File: src/rtl/alu8_pkg.sv
package alu8_pkg;
  typedef enum logic [3:0] {
    OP_ADD = 4'd0, OP_SUB = 4'd1, OP_AND = 4'd2, OP_OR  = 4'd3, OP_XOR = 4'd4,
    OP_SHL = 4'd5, OP_SHR = 4'd6, OP_MUL = 4'd7, OP_DIV = 4'd8, OP_CMP = 4'd9
  } alu_op_e;

  localparam logic [3:0] OP_LAST = 4'd9;

  typedef struct packed {
    logic v;
    logic n;
    logic c;
    logic z;
  } alu_flags_t;
endpackage

File: src/rtl/alu8_addsub.sv
module alu8_addsub #(
  parameter int W = 8
) (
  input  logic [W-1:0] a_i,
  input  logic [W-1:0] b_i,
  input  logic         sub_i,
  output logic [W-1:0] sum_o,
  output logic         c_o,
  output logic         v_o
);
  logic [W-1:0] b_eff;
  logic [W:0]   ext;

  always_comb begin
    b_eff = sub_i ? ~b_i : b_i;
    // carry out of a + ~b + 1 is the no-borrow indication
    ext   = {1'b0, a_i} + {1'b0, b_eff} + {{W{1'b0}}, sub_i};
    sum_o = ext[W-1:0];
    c_o   = ext[W];
    v_o   = (a_i[W-1] == b_eff[W-1]) && (sum_o[W-1] != a_i[W-1]);
  end
endmodule

File: src/rtl/alu8_bitops.sv
module alu8_bitops
  import alu8_pkg::*;
#(
  parameter int W = 8
) (
  input  logic [3:0]   op_i,
  input  logic [W-1:0] a_i,
  input  logic [W-1:0] b_i,
  output logic [W-1:0] res_o,
  output logic         c_o
);
  always_comb begin
    res_o = '0;
    c_o   = 1'b0;
    case (op_i)
      OP_AND: res_o = a_i & b_i;
      OP_OR:  res_o = a_i | b_i;
      OP_XOR: res_o = a_i ^ b_i;
      OP_SHL: begin
        res_o = {a_i[W-2:0], 1'b0};
        c_o   = a_i[W-1];
      end
      OP_SHR: begin
        res_o = {1'b0, a_i[W-1:1]};
        c_o   = a_i[0];
      end
      default: res_o = '0;
    endcase
  end
endmodule

File: src/rtl/alu8_muldiv.sv
module alu8_muldiv #(
  parameter int W = 8
) (
  input  logic [W-1:0] a_i,
  input  logic [W-1:0] b_i,
  input  logic         div_i,
  output logic [W-1:0] res_o,
  output logic         c_o,
  output logic         v_o
);
  localparam int PW = 2 * W;

  logic [PW-1:0] prod;
  logic          div_zero;

  always_comb begin
    prod     = {{W{1'b0}}, a_i} * {{W{1'b0}}, b_i};
    div_zero = (b_i == '0);
    if (div_i) begin
      res_o = div_zero ? '1 : (a_i / b_i);
      c_o   = 1'b0;
      v_o   = div_zero;
    end else begin
      res_o = prod[W-1:0];
      c_o   = |prod[PW-1:W];
      v_o   = 1'b0;
    end
  end
endmodule

File: src/rtl/alu8_flags.sv
module alu8_flags
  import alu8_pkg::*;
#(
  parameter int W = 8
) (
  input  logic         clk_i,
  input  logic         rst_ni,
  input  logic         valid_i,
  input  logic [3:0]   op_i,
  input  logic [W-1:0] dst_i,
  input  logic [W-1:0] src_i,
  output logic [W-1:0] result_o,
  output logic         wr_en_o,
  output logic [3:0]   flags_o
);
  logic [W-1:0] as_sum, bit_res, md_res;
  logic         as_c, as_v, bit_c, md_c, md_v;
  logic         is_sub, known_op;
  alu_flags_t   flags_d, flags_q;

  assign is_sub   = (op_i == OP_SUB) || (op_i == OP_CMP);
  assign known_op = (op_i <= OP_LAST);

  alu8_addsub #(.W(W)) u_addsub (
    .a_i(dst_i), .b_i(src_i), .sub_i(is_sub),
    .sum_o(as_sum), .c_o(as_c), .v_o(as_v)
  );

  alu8_bitops #(.W(W)) u_bitops (
    .op_i(op_i), .a_i(dst_i), .b_i(src_i),
    .res_o(bit_res), .c_o(bit_c)
  );

  alu8_muldiv #(.W(W)) u_muldiv (
    .a_i(dst_i), .b_i(src_i), .div_i(op_i == OP_DIV),
    .res_o(md_res), .c_o(md_c), .v_o(md_v)
  );

  always_comb begin
    result_o  = '0;
    flags_d.c = 1'b0;
    flags_d.v = 1'b0;
    case (op_i)
      OP_ADD, OP_SUB, OP_CMP: begin
        result_o  = as_sum;
        flags_d.c = as_c;
        flags_d.v = as_v;
      end
      OP_AND, OP_OR, OP_XOR, OP_SHL, OP_SHR: begin
        result_o  = bit_res;
        flags_d.c = bit_c;
      end
      OP_MUL, OP_DIV: begin
        result_o  = md_res;
        flags_d.c = md_c;
        flags_d.v = md_v;
      end
      default: result_o = '0;
    endcase
    flags_d.z = (result_o == '0);
    flags_d.n = result_o[W-1];
  end

  assign wr_en_o = valid_i && known_op && (op_i != OP_CMP);

  always_ff @(posedge clk_i or negedge rst_ni) begin
    if (!rst_ni)                 flags_q <= '0;
    else if (valid_i && known_op) flags_q <= flags_d;
  end

  assign flags_o = flags_q;
endmodule

File: config.mk
export PLATFORM = sky130hd
export DESIGN_NAME = alu8_flags
export DESIGN_NICKNAME = d
export VERILOG_FILES = /design/src/rtl/alu8_pkg.sv /design/src/rtl/alu8_addsub.sv /design/src/rtl/alu8_bitops.sv /design/src/rtl/alu8_muldiv.sv /design/src/rtl/alu8_flags.sv
export SDC_FILE = /design/constraint.sdc
export NUM_CORES = 1
export LEC_CHECK = 0
export BUFFER_PORTS_ARGS = -buffer_cell sky130_fd_sc_hd__buf_2
export CAP_MARGIN = 10
export CORE_ASPECT_RATIO = 0.8
export CORE_MARGIN = 3
export CORE_UTILIZATION = 55
export CTS_BUF_LIST = sky130_fd_sc_hd__clkbuf_16
export DETAILED_ROUTE_END_ITERATION = 8
export PLACE_DENSITY = 0.73
export SLEW_MARGIN = 0
export SYNTH_ARGS = -nofsm -noshare
export SYNTH_HDL_FRONTEND = slang
export SYNTH_SLANG_ARGS = --single-unit
File: constraint.sdc
create_clock -name clk_i -period 21.8 [get_ports clk_i]
set_input_delay 4.36 -clock clk_i [delete_from_list [all_inputs] [get_ports clk_i]]
set_output_delay 4.36 -clock clk_i [all_outputs]
set_load 0.01 [all_outputs]
==> flow_summary_export.csv <==
group,metric,value,unit
status,run_status,"complete, no violations",
timing,worstMarginPinSlew,1.14,ns
yosys,ys_seq_area_share,2.05,%
timing,hold_viol_final,0,
timing,min_period,20.91,ns
yosys,synth-main-ff-cell,"dfrtp_1",
place,pre_cts_ws,0.898,ns
timing,fin_ws,0.890,ns
timing,drv_slew,0,
die,initial_core_util,57.2,%
yosys,synthArstFlopShare,100,%
clocking,clock_sinks,4,
clocking,path_clk_slew,0.03,ns
min_path,hold_path_class,"reg2reg",
yosys,synth_nets,786,
place,place_congestion,0.942,
critical_path,end_kind,"primary output",
yosys,synth_warnings,0,
global_route,grt_max_degree,24,
timing,rsz0062_at_grt,"false",
final_layout,final_cell_mix,"ha_1, inv_1, nor2_1",
power,switching_power,148,uW
clocking,cts_tree,"done",
critical_path,worstPathRequired,17.44,ns
timing,period_share,95.9,%
yosys,syn-cell-area,4890,sq um
critical_path,reg2reg_from,"flags_o[1]",
min_path,holdCritStartpoint,"flags_o[0]",
drt,vias,4851,
final_layout,syn2layout_area_growth,7.14,%
clocking,hold_buffers,0,
drt,ant_nets,0,
final_layout,largest_register_ffs,4,
timing,fmax,0.0478,GHz
critical_path,worstPathMaxFanout,13,
flow_run,maxCapViolCount,0,
power,power_frac_seq,3.3,%
critical_path,critPathKind,"in2out",
die,die_h,90.4,microns
timing,setup_viol,0,
place,numPortBuffers,35,
die,die_area,10100,sq um
yosys,syn-mean-instance-area,7.80,sq um
power,clkPwrFrac,10.4,%
power,peakVddDrop,0.0000793,V
yosys,synth.area.top_cells,"ha_1, fa_1, inv_1",
drt,drcViolationCount,0,
final_layout,antenna_cells,0,
power,p_leak,0.00264,uW
yosys,synth_top_area_cell,"ha_1",
die,rows,30,
drt,dr.first_iter.drc_count,427,
timing,tns,0,ns
drt,wl,14.2,mm
clocking,numCtsBuffers,3,
die,die_x,111,microns
critical_path,cp.arrival,16.55,ns
critical_path,slowest_delay,0.83,ns
timing,maxSlewHeadroom,22.8,%
clocking,post-cts-setup-buffers,0,
critical_path,rr_worst_depth,2,
die,ios,36,
final_layout,multi_input_comb_area,4420,sq um
final_layout,layout-drive-gt1-share,9.66,%
drt,avgViaCountPerCell,6.35,
critical_path,r2r-end,"flags_o[1]",
power,cellPowerDensity,54.1,nW/um^2
clocking,htree_levels,1,
clocking,cts_resized,0,
yosys,synth_edf_count,0,
die,core,8560,sq um
yosys,synthCells,627,
drt,dr.pass1.iters,5,
final_layout,mostFrequentLayoutCell,"ha_1",
final_layout,final.fill_count,792,
min_path,hold_depth,2,
clocking,insertion_delay,0.23,ns
yosys,synth_top_area_share,25.3,%
drt,wl_per_cell,18.6,microns
critical_path,path_common_cell,"ha_1",
power,internal_power,135,uW
global_route,grt_pass1_vias,4717,
power,power_frac_comb,86.3,%
timing,finClkSkew,0,ns
clocking,clockRootBuffer,"clkbuf_16",
global_route,grt-ovfl-total,0,
place,hpwl,11.4,mm
critical_path,r2r_slack,21.06,ns
critical_path,critPathLaunchType,"input pin",
global_route,grt_usage,27.8,%
global_route,antenna_found_initial,0,
clocking,clk_path_buf_depth,2,
final_layout,seq_area,100,sq um
final_layout,layout.nets,813,
global_route,grt_pass1_wl,23.2,mm
yosys,ys_seq_elements,4,
critical_path,cp_slowest_cell,"a41oi_1",
min_path,worstHoldEndpoint,"flags_o[0]",
power,swShare,52.3,%
yosys,yosysUniqueCellTypes,67,
[area by class of cell]
class                      count  area share (%)
multi-input combinational    528            84.4
inverter                      77            5.51
timing repair buffer          40            4.06
tap                          112            2.67
sequential                     4            1.91
clock buffer                   3            1.43
[power groups by stage]
stage | Combinational [uW] | Sequential (uW) | Clock [uW]
2_1_floorplan | 183 | 10.0 | 0
3_3_place_gp | 232 | 9.35 | 0
3_5_place_dp | 240 | 9.40 | 0
4_1_cts | 241 | 9.40 | 29.9
5_1_grt | 277 | 9.54 | 30.5
6_report | 245 | 9.40 | 29.5
[worst max-delay path by stage]
stage,slack [ns],startpoint,to,cells past startpoint
finish,0.89,src_i[0],result_o[0],43
global route,0.06,src_i[0],result_o[0],44
CTS,0.84,src_i[0],result_o[0],41
detailed placement,0.90,src_i[0],result_o[0],41
global placement,1.53,src_i[0],result_o[0],41
floorplan,2.85,src_i[6],result_o[0],41
[Yosys cell counts (all sizes together), types with 5 or more instances]
library cell,n
fa,37
mux2,11
nand2b,7
a21oi,39
a21o,10
inv,69
o21ai,34
ha,99
clkbuf,14
nor3,14
o31ai,5
a211oi,6
xnor2,15
nand2,43
nand3,8
o21a,10
o22ai,6
xor2,13
or3,7
o211ai,7
nor2,64
and3,5
mux2i,10
clkinv,8
[metal layers]
layer	vias up	global-route usage [%]	share of wire [%]
met2	214	42.7	44
met3	21	3.88	9.0
li1	2301	-	-
met1	2315	40.9	46
met5	-	0	0
met4	0	7.09	1.3
[kinds of logic after synthesis]
family          count (synthesis)  share of synthesized area [%]
compound gates                161                           22.0
xor+xnor                       28                           5.01
fa+ha+maj                     136                           40.5
buf+inv                        95                           7.52
flops                           4                           2.05
mux                            21                           4.58
simple gates                  182                           18.4
[per-stage QoR]
| stage | util [%] | hold WS [ns] | power, uW | instance area [sq um] | cells |
|---|---|---|---|---|---|
| floorplan | - | 0.514 | 193 | 4890 | 627 |
| CTS | 61.2 | 0.485 | 281 | 5230 | 763 |
| detailed placement | 60.3 | 0.467 | 249 | 5160 | 760 |
| finish | 61.2 | 0.480 | 284 | 5240 | 764 |
| global route | 61.2 | 0.515 | 317 | 5240 | 764 |
| global placement | 60.3 | 0.465 | 241 | 5160 | 760 |
[worst max-delay path, delay by kind of cell]
family          cells  cell delay [ns]
buf+inv             5             1.04
fa+ha+maj           8             2.62
compound gates     22             6.23
mux                 3             1.21
simple gates        5             1.07
No activity file was read; power rests on OpenSTA's default activity.
